**src/rtl/acsel_pkg.sv**
```systemverilog
package acsel_pkg;
  typedef enum logic [1:0] {
    SRC_ACF = 2'b00,
    SRC_MA  = 2'b01,
    SRC_CNT = 2'b10,
    SRC_IDX = 2'b11
  } acsel_src_e;
endpackage

```
**src/rtl/acsel_fields.sv**
```systemverilog
module acsel_fields #(
  parameter int IW      = 36,
  parameter int MAW     = 18,
  parameter int AW      = 4,
  parameter int ACF_LSB = 23,
  parameter int IDX_LSB = 18,
  parameter int IND_BIT = 22
) (
  input  logic [IW-1:0]  instr,
  input  logic [MAW-1:0] mem_addr,
  output logic [AW-1:0]  acf,
  output logic [AW-1:0]  idxf,
  output logic [AW-1:0]  ma_lo,
  output logic           acf_zero,
  output logic           idx_ind_nz,
  output logic           ma_in_acc
);
  localparam int ACF_MSB = ACF_LSB + AW - 1;
  localparam int IDX_MSB = IDX_LSB + AW - 1;

  assign acf   = instr[ACF_MSB:ACF_LSB];
  assign idxf  = instr[IDX_MSB:IDX_LSB];
  assign ma_lo = mem_addr[AW-1:0];

  assign acf_zero   = ~|acf;
  assign idx_ind_nz = (|idxf) | instr[IND_BIT];
  assign ma_in_acc  = ~|mem_addr[MAW-1:AW];
endmodule

```
**src/rtl/acsel_counter.sv**
```systemverilog
module acsel_counter #(
  parameter int AW = 4
) (
  input  logic          clk,
  input  logic          rst_n,
  input  logic          clr,
  input  logic          step,
  output logic [AW-1:0] cnt_q
);
  localparam logic [AW-1:0] ONE = AW'(1);

  always_ff @(posedge clk or negedge rst_n) begin
    if (!rst_n)    cnt_q <= '0;
    else if (clr)  cnt_q <= '0;
    else if (step) cnt_q <= cnt_q + ONE;
  end
endmodule

```
**src/rtl/acsel_mux.sv**
```systemverilog
module acsel_mux
  import acsel_pkg::*;
#(
  parameter int AW = 4
) (
  input  acsel_src_e    src,
  input  logic          step,
  input  logic [AW-1:0] acf,
  input  logic [AW-1:0] idxf,
  input  logic [AW-1:0] ma_lo,
  input  logic [AW-1:0] cnt,
  output logic [AW-1:0] addr_a,
  output logic [AW-1:0] addr_b
);
  always_comb begin
    if (step) begin
      addr_a = cnt;
      addr_b = cnt;
    end else begin
      unique case (src)
        SRC_ACF: begin addr_a = acf;   addr_b = acf;  end
        SRC_MA:  begin addr_a = ma_lo; addr_b = idxf; end
        SRC_CNT: begin addr_a = cnt;   addr_b = cnt;  end
        SRC_IDX: begin addr_a = idxf;  addr_b = idxf; end
        default: begin addr_a = acf;   addr_b = acf;  end
      endcase
    end
  end
endmodule

```
**src/rtl/acc_addr_select.sv**
```systemverilog
module acc_addr_select
  import acsel_pkg::*;
#(
  parameter int IW      = 36,
  parameter int MAW     = 18,
  parameter int NACC    = 16,
  parameter int ACF_LSB = 23,
  parameter int IDX_LSB = 18,
  parameter int IND_BIT = 22
) (
  input  logic                     clk,
  input  logic                     rst_n,
  input  logic [IW-1:0]            instr,
  input  logic [MAW-1:0]           mem_addr,
  input  logic [1:0]               src_sel,
  input  logic                     cnt_clr,
  input  logic                     cnt_step,
  output logic [$clog2(NACC)-1:0]  acc_addr,
  output logic [$clog2(NACC)-1:0]  acc_addr_b,
  output logic                     acf_zero,
  output logic                     idx_ind_nz,
  output logic                     ma_in_acc
);
  localparam int AW = $clog2(NACC);

  logic [AW-1:0] acf, idxf, ma_lo, cnt_q;
  acsel_src_e    src;

  assign src = acsel_src_e'(src_sel);

  acsel_fields #(
    .IW(IW), .MAW(MAW), .AW(AW),
    .ACF_LSB(ACF_LSB), .IDX_LSB(IDX_LSB), .IND_BIT(IND_BIT)
  ) u_fields (
    .instr(instr), .mem_addr(mem_addr),
    .acf(acf), .idxf(idxf), .ma_lo(ma_lo),
    .acf_zero(acf_zero), .idx_ind_nz(idx_ind_nz), .ma_in_acc(ma_in_acc)
  );

  acsel_counter #(.AW(AW)) u_cnt (
    .clk(clk), .rst_n(rst_n), .clr(cnt_clr), .step(cnt_step), .cnt_q(cnt_q)
  );

  acsel_mux #(.AW(AW)) u_mux (
    .src(src), .step(cnt_step), .acf(acf), .idxf(idxf), .ma_lo(ma_lo),
    .cnt(cnt_q), .addr_a(acc_addr), .addr_b(acc_addr_b)
  );
endmodule

```
**config.mk**
```make
export PLATFORM = sky130hd
export DESIGN_NAME = acc_addr_select
export DESIGN_NICKNAME = d
export VERILOG_FILES = /design/src/rtl/acsel_pkg.sv /design/src/rtl/acsel_fields.sv /design/src/rtl/acsel_counter.sv /design/src/rtl/acsel_mux.sv /design/src/rtl/acc_addr_select.sv
export SDC_FILE = /design/constraint.sdc
export NUM_CORES = 1
export LEC_CHECK = 0
export BUFFER_PORTS_ARGS = -buffer_cell sky130_fd_sc_hd__buf_2
export CORE_ASPECT_RATIO = 0.9
export CORE_UTILIZATION = 25
export DETAILED_ROUTE_END_ITERATION = 16
export PLACE_DENSITY = 0.77
export SLEW_MARGIN = 20
export SYNTH_ARGS = -nofsm -noshare
export SYNTH_HDL_FRONTEND = slang
export SYNTH_SLANG_ARGS = --single-unit
```
**constraint.sdc**
```tcl
create_clock -name clk -period 1.16 [get_ports clk]
set_clock_uncertainty 0.2 [all_clocks]
set_input_delay 0.116 -clock clk [delete_from_list [all_inputs] [get_ports clk]]
set_output_delay 0.116 -clock clk [all_outputs]
set_load 0.005 [all_outputs]
```
==> results of run 1 <==
[timing repair]
action / 4_1_cts / 5_1_grt
gates cloned: 0 / 0
setup buffers: 4 / 3
endpoints found under the setup margin: 11 / 13
hold endpoints to repair: 8 / 0
hold buffers: 2 / 0
pin swaps: 5 / 6
gates resized for setup: 19 / 7
[cells in the mapped netlist (all sizes together)]
cell type and count:
o22a 4, nor3 5, buf 3, ha 1, a21oi 4, a22oi 4
and2b 1, dfrtp 4, clkbuf 1, o21ai 8, nor2 7, xor2 2
nor4 4, nand4 1, nand2 3, or4 1, mux2i 5, xnor2 1
[layout by cell type, fill, tap and decap left out, types with 2 or more instances in the layout]
cell type / n
sky130_fd_sc_hd__buf_2: 40
sky130_fd_sc_hd__buf_6: 8
sky130_fd_sc_hd__o21ai_1: 7
sky130_fd_sc_hd__buf_4: 6
sky130_fd_sc_hd__mux2i_1: 5
sky130_fd_sc_hd__nor3_1: 5
sky130_fd_sc_hd__nor2_1: 5
sky130_fd_sc_hd__a22oi_1: 4
sky130_fd_sc_hd__a21oi_1: 4
sky130_fd_sc_hd__o22a_1: 4
sky130_fd_sc_hd__dfrtp_1: 4
sky130_fd_sc_hd__nor4_1: 3
sky130_fd_sc_hd__clkbuf_4: 3
sky130_fd_sc_hd__nand2_1: 2
sky130_fd_sc_hd__xor2_1: 2
sky130_fd_sc_hd__dlygate4sd3_1: 2
[cell type report]
| type | instances | area (µm²) | area share |
|---|---|---|---|
| clock buffer | 3 | 22.5 | 0.0248 |
| timing repair buffer | 57 | 375 | 0.414 |
| sequential | 4 | 100 | 0.110 |
| multi-input combinational | 51 | 379 | 0.418 |
| tap | 24 | 30.0 | 0.0331 |
[routing by layer]
metal / part of all wire / wire length (µm) / up-vias / track usage
met3: 0.052 / 82 / 4 / 0.0302
met2: 0.56 / 884 / 27 / 0.333
met1: 0.37 / 577 / 316 / 0.177
li1: - / - / 342 / -
met5: 0 / 0 / - / 0
met4: 0.015 / 23 / 0 / 0.0857
[power groups by stage]
stage | clock [mW] | combinational, mW | sequential [mW]
floorplan | 0 | 0.0967 | 0.157
global placement | 0 | 0.221 | 0.153
detailed placement | 0 | 0.226 | 0.154
CTS | 0.179 | 0.265 | 0.154
global route | 0.195 | 0.328 | 0.155
finish | 0.173 | 0.299 | 0.155
[per-stage QoR]
| stage | cells | power [mW] |
|---|---|---|
| CTS | 136 | 0.598 |
| floorplan | 59 | 0.253 |
| global placement | 127 | 0.374 |
| global route | 139 | 0.678 |
| detailed placement | 127 | 0.380 |
| finish | 139 | 0.626 |
[worst min-delay path by stage]
stage               cells after the start             end  slack [ns]
floorplan                               0  u_cnt.cnt_q[0]       -0.38
global placement                        1  u_cnt.cnt_q[2]       -0.28
detailed placement                      1  u_cnt.cnt_q[2]       -0.28
CTS                                     2  u_cnt.cnt_q[1]       0.006
global route                            2  u_cnt.cnt_q[3]        0.04
finish                                  2  u_cnt.cnt_q[3]        0.03
[logic make-up after synthesis]
kind of cell    share of synthesized area
flops                               0.220
fa+ha+maj                          0.0275
compound gates                      0.275
simple gates                        0.267
mux                                 0.110
buf+inv                            0.0413
xor+xnor                           0.0579
==> run summary, run 1 <==
The number of warnings printed during yosys synthesis came out at 0. Power spread over the standard cell area amounts to 691 nW/µm². The standard-cell row count is 14. The number of buffer cells added on primary ports came out at 43. The largest net degree at the start of global routing came out at 16. In the final layout, the registers with the most flip-flops are u_cnt.cnt_q x4. In this design, the stage delay of the slowest critical-path cell is 0.53 ns.

The number of nets in the final layout came out at 178. The path category of the worst min-delay check is primary input to async pin. The critical path is of the primary input to output pin type. The leftover overflow at the end of global routing is 0.

The internal power of the cells totals 437 µW. The final sum of negative setup slack came out at -1.76 ns. In the final routed layout, each cell accounts on average for 11.3 µm. The flow ran to the end, but the final reports show violations. Counting the buffers created by CTS gives 3. Synthesis produced a netlist whose cell count is 59.

The hold violation total from the final report came out at 0. Traced cell by cell, the critical path runs through buf_6 -> or4_4 -> nor4_4 -> buf_2. The normalized max-slew margin is 0.790. The share of total power dissipated in sequential elements is 0.247. The switching share of power came out at 0.302.

The count of nets left with antenna violations after detail routing came out at 0. The fraction of final layout cells sized beyond drive strength 1 is 0.583. The die width is about 47 µm. The total setup violations reported at the end of the flow came out at 12. The flip-flop count of the largest register after layout came out at 4. The buffer cell driving the clock tree root is sky130_fd_sc_hd__clkbuf_4. The number of buffer and inverter instances along the worst setup path came out at 2. The share of the core filled with cells in the final layout came out at 0.539.

The area growth from synthesis to final layout is 99.7%. The share of the Yosys chip area taken by registers is 0.220. Clock-pin slew was measured on the worst setup and hold paths at ~0.040 ns.

The final reports fail on negative setup slack. The largest driver fanout on the critical path is 1. The largest register by flop count is u_cnt.cnt_q. The count of cell types in the netlist came out at 20. The clock power share came out at 0.276.

The critical path ends at ma_in_acc. Setup repair after global routing could not meet its margin everywhere. The clock passes through at most 2 buffers. Tracing the worst setup path back leads to its startpoint at mem_addr[5]. The fmax came out at 709 MHz. STA classifies the critical path startpoint as a primary input. For this block, the via count after detailed routing is 689.

The arrival time at the worst endpoint came out at 1.09 ns. The total of fill cells in the finished design is 165. Clock tree synthesis found a total of 4 sinks. The static leakage power is 0.448 nW. The total of max-cap violations is 0. The worst hold slack across all endpoints came out at 0.0338 ns. The number of global-route vias before repair was 683. The critical path runs through a total of 4 cells. The vertical extent of the die is 42.4 µm. The critical register-to-register path startpoint is u_cnt.cnt_q[1]. The max-slew violation count is 0. The logic gate share of total power is 0.477. The repair_antennas step left the layout with diodes totalling 0. The area of the mapped netlist is 454 µm². For the worst setup path, the data required time is 0.84 ns.

The H-tree depth is 1. Once routing completed, OpenROAD measured the worst setup slack at -0.251 ns. The worst-margin pin slew is between 0.3 and 0.4 ns. The first-pass GRT wire length is 2570 µm. The number of antenna violations at the first check in global routing is 0. A synthesized cell averages ~7.7 µm². For the worst-skew pair, the clock arrives at the later sink with an insertion delay of 0.24 ns. Routability-driven placement finished with a final weighted congestion of roughly 0.87. For the finished layout, the period the worst path requires is 1.41 ns. The net count after synthesis is 120. TritonCTS built the clock tree. After detailed routing, the number of remaining DRC violations is 0. The cell family with the largest share of critical-path delay is simple AND/OR/NAND/NOR gates. STA classifies the critical path endpoint as an output pin. The post-DP HPWL came out at approximately 1200 µm.

The total I/O pin count came out at 71. The core region area is 1680 µm². The aggregate routed wire length came out at 1570 µm.

The area of the die is 1990 µm². On the critical path, the stage with the largest delay is an instance of sky130_fd_sc_hd__or4_4. Summing all non-filler instances in the final layout gives an area of 907 µm². Ranked by total cell area, the synthesized netlist is headed by sky130_fd_sc_hd__dfrtp_1 22%, sky130_fd_sc_hd__mux2i_1 11%, sky130_fd_sc_hd__o21ai_0 8.8%. The average via count per standard cell is 4.96. The first-pass detailed-route iteration total came out at 4. The placed instances occupy a cell area of ~740 µm². The share of synthesized area in the top cell type comes to 0.220.

The initial detailed-routing violation count came out at 10. The post-place setup slack came out at -0.278 ns. The biggest area contributor in the post-synthesis netlist is sky130_fd_sc_hd__dfrtp_1. Of the available clock period, the critical path in the final layout requires 1.22. For the worst flop-to-flop path, the logic depth is 5. Summed over all nets, the switching power comes to 189 µW. The effective utilization at floorplan came out at 0.270. The post-synthesis sequential element count is 4. The global-route usage over all layers is 0.178. The largest voltage drop on the vdd net came out at 0.000275 V. The capturing point of the worst reg2reg path is u_cnt.cnt_q[2].

The flop-to-flop setup slack came out at -0.11 ns.
Note: power is estimated with default switching activity, not from simulation.
==> run 2, diff against run 1 <==
--- a/config.mk
+++ b/config.mk
@@ -6,7 +6,6 @@
 export NUM_CORES = 1
 export LEC_CHECK = 0
 export BUFFER_PORTS_ARGS = -buffer_cell sky130_fd_sc_hd__buf_2
-export CORE_ASPECT_RATIO = 0.9
 export CORE_UTILIZATION = 25
 export DETAILED_ROUTE_END_ITERATION = 16
 export PLACE_DENSITY = 0.77
==> run 2 against run 1 <==
Net effect:
- the flow still finishes with violations (negative setup slack)
- count of clock-buffer cells in the layout unchanged
- global-route usage up 1.4 points
- flip-flop and latch count unchanged
- sequential power about the same
- non-clock buffer count down 3
- sequential share of layout area up 0.71 points
- design area down 6.1%
- register-to-register slack about the same
- worst hold slack worse by 0.014 ns
- via count unchanged
- routed wire length up 6.1%
- final cell count down 1.4%
==> run summary, run 2 (synthesis gave the netlist of run 1 again) <==
The initial detailed-routing violation count came out at 10 (unchanged). The switching share of power is 0.309 (was 0.302). The total setup violations reported at the end of the flow was 12 (unchanged). The largest voltage drop on the vdd net was 0.000399 V (was 0.000275 V).

The total of max-cap violations was 0 (unchanged). The number of antenna violations at the first check in global routing is 0 (unchanged). The effective utilization at floorplan is 0.266 (was 0.270).

The post-place setup slack was -0.265 ns (was -0.278 ns). The power density normalized to cell area came to 704 nW/µm² (was 691 nW/µm²). The number of logic stages on the critical path including buffering came to 3 (was 4). The average routed wire per standard cell came out at 12.1 µm (was 11.3 µm).

The total I/O pin count was 71 (unchanged). The area growth from synthesis to final layout came out at 87.6% (was 99.7%). The core region area was 1710 µm² (was 1680 µm²). The aggregate routed wire length is 1660 µm (was 1570 µm). The leading cell type in the layout, fill and taps excluded is sky130_fd_sc_hd__buf_2 (unchanged). The leftover overflow at the end of global routing is 0 (unchanged). The required time at the worst-slack endpoint is 0.84 ns (about the same). The area taken by flip-flops and latches is 100 µm² (unchanged). The number of buffers created by CTS came out at 3 (unchanged). The largest driver fanout on the critical path came to 4 (was 1).

The critical register-to-register path startpoint is u_cnt.cnt_q[1] (unchanged). The largest register by flop count is u_cnt.cnt_q (unchanged). The depth of the worst register-to-register path is 5 (unchanged). The type of the worst setup path is flop to output pin (was primary input to output pin).

The top routing layer in use is met4 (unchanged). The timing startpoint of the critical path was u_cnt.cnt_q[0] (was mem_addr[5]). The TritonCTS clock tree is yes (unchanged). The flop-to-flop setup slack is -0.12 ns (was -0.11 ns). The internal power contribution came out at 414 µW (was 437 µW). The clock transition time at the flip-flop clock pins of the worst setup and hold paths came to 0.04 ns (about the same). The final sum of negative setup slack is -1.82 ns (was -1.76 ns). The share of the cycle needed by the critical path after routing came to 1.18 (was 1.22). The die width came out at 44.6 µm (was 46.9 µm). The instance area at placement came out at 728 µm² (was 739 µm²). The arrival time at the worst endpoint came out at 1.05 ns (was 1.09 ns). The residual DRC count is 0 (unchanged). The maximum buffer depth of the clock tree came to 2 (unchanged). Violations in the final reports: negative setup slack (unchanged). The relative contribution of sequential cells to total power came to 0.255 (was 0.247).

The logic gate share of total power came out at 0.454 (was 0.477). The flip-flop count of the largest register after layout was 4 (unchanged). The minimum clock period is 1.36 ns (was 1.41 ns). The routed length on met2 came out at 888 µm (was 884 µm).

Sequence of cells on the critical path: buf_6 -> o22a_1 -> buf_2 (was buf_6 -> or4_4 -> nor4_4 -> buf_2). The smallest setup slack after layout is -0.205 ns (was -0.251 ns). The area of the die is 1990 µm² (about the same). The buffer cell driving the clock tree root is sky130_fd_sc_hd__clkbuf_4 (unchanged). The path category of the worst min-delay check was primary input to async pin (unchanged).

The H-tree depth is 1 (unchanged). The normalized max-slew margin came out at 0.793 (was 0.790). The type of element launching the critical path was a flop (was primary input). The largest net degree at the start of global routing is 15 (was 16).

The number of global-route vias before repair is 715 (was 683). The via total after detailed routing is 689 (unchanged). The category of the worst setup path capture point is an output pin (unchanged).

The multi-input gate area in the final layout came to 382 µm² (was 379 µm²). The count of nets left with antenna violations after detail routing is 0 (unchanged). The max-slew violation count came out at 0 (unchanged). The first-pass GRT wire length came out at 2790 µm (was 2570 µm).

The worst-margin pin slew is 0.311 ns (was 0.314 ns). The clock insertion delay at the later pin of the skew report is 0.24 ns (about the same). Outcome: complete, but fails checks (unchanged). The post-route standard cell area excluding fillers is 852 µm² (was 907 µm²). The vertical extent of the die is 44.6 µm (was 42.4 µm).

The standard-cell row count came out at 15 (was 14). The number of nets in the final layout is 175 (was 178). The post-DP HPWL came out at 1270 µm (was 1220 µm). The share of the core filled with cells in the final layout is 0.499 (was 0.539). The clock sink count is 4 (unchanged).

The clock power share came out at 0.291 (was 0.276). The timing endpoint of the critical path is acc_addr[0] (was ma_in_acc). The fmax is 733 MHz (was 709 MHz).

The final weighted congestion in routability-driven placement is 0.814 (was 0.870). The number of buffer cells added on primary ports is 43 (unchanged). The slowest stage cell on the critical path was sky130_fd_sc_hd__dfrtp_1 (was sky130_fd_sc_hd__or4_4).

The delay contributed by the slowest stage of the critical path came out at 0.39 ns (was 0.53 ns). The static leakage power came out at 0.422 nW (was 0.448 nW). The hold violation total from the final report is 0 (unchanged). The average via count per standard cell is 5.03 (was 4.96). The number of diodes added for antenna fixing came out at 0 (unchanged). The first-pass detailed-route iteration total is 4 (unchanged). The number of buffer and inverter instances along the worst setup path is 2 (unchanged). Most frequent cells in the layout: 42 x sky130_fd_sc_hd__buf_2, 7 x sky130_fd_sc_hd__buf_4 (was 40 x sky130_fd_sc_hd__buf_2, 8 x sky130_fd_sc_hd__buf_6, 7 x sky130_fd_sc_hd__o21ai_1). The fraction of final layout cells sized beyond drive strength 1 was 0.571 (was 0.583). The total of fill cells in the finished design is 184 (was 165). The capturing point of the worst reg2reg path is u_cnt.cnt_q[2] (unchanged). The net switching power figure is 185 µW (was 189 µW). The length of routed wiring on met1 was 641 µm (was 577 µm). The cell family with the largest share of critical-path delay is flip-flops (was simple AND/OR/NAND/NOR gates). The met3 wire length is 122 µm (was 82 µm). Unrepaired setup endpoints after global routing: yes (unchanged). The global-route usage over all layers is 0.191 (was 0.178). The total power draw came out at 600 µW (was 626 µW).

Biggest regs: u_cnt.cnt_q x4 (unchanged).
-- run 2: cell count changes in the layout (fill, tap and decap cells not counted), moves of 2 or more --
cell	previous run	this run
sky130_fd_sc_hd__buf_2	40	42
sky130_fd_sc_hd__o21ai_1	7	3
sky130_fd_sc_hd__buf_6	8	3
sky130_fd_sc_hd__o21ai_0	0	5
-- run 2: power groups by stage --
| stage | sequential [mW] | combinational (mW) | clock [mW] |
|---|---|---|---|
| 3_5_place_dp | 0.154 | 0.221 | 0 |
| 6_report | 0.153 | 0.272 | 0.175 |
| 2_1_floorplan | 0.157 | 0.0967 | 0 |
| 3_3_place_gp | 0.154 | 0.214 | 0 |
| 5_1_grt | 0.154 | 0.299 | 0.191 |
| 4_1_cts | 0.152 | 0.255 | 0.184 |
-- run 2: area by class of cell --
type                            count  area share
Timing Repair Buffer               54       0.372
Multi-Input combinational cell     51       0.448
Clock buffer                        3      0.0264
Sequential cell                     4       0.117
Tap cell                           25      0.0367
-- run 2: through the flow --
stage               hold slack, ns  cells
global route                0.0378    137
CTS                         0.0179    137
floorplan                   -0.380     59
finish                      0.0197    137
global placement            -0.277    128
detailed placement          -0.274    128
-- run 2: layer usage --
layer,vias to the layer above,global-route usage
met1,318,0.190
met4,0,0.0727
met5,-,0
met3,2,0.0612
met2,36,0.365
li1,333,-
-- run 2: what timing repair did --
| action | in CTS | in global routing |
|---|---|---|
| resized for setup | 9 | 4 |
| hold buffers | 2 | 0 |
| endpoints found under the hold margin | 8 | 0 |
| pin swaps | 9 | 3 |
| setup endpoints to repair | 12 | 13 |
| buffers inserted | 4 | 0 |
-- run 2: worst min-delay path by stage --
stage	start	endpoint	slack, ns	depth (start not counted)
after floorplan	rst_n	u_cnt.cnt_q[0]	-0.38	0
after global placement	rst_n	u_cnt.cnt_q[2]	-0.28	1
after detailed placement	rst_n	u_cnt.cnt_q[3]	-0.27	1
after CTS	rst_n	u_cnt.cnt_q[2]	0.02	2
after global routing	rst_n	u_cnt.cnt_q[2]	0.04	2
final	rst_n	u_cnt.cnt_q[2]	0.02	2
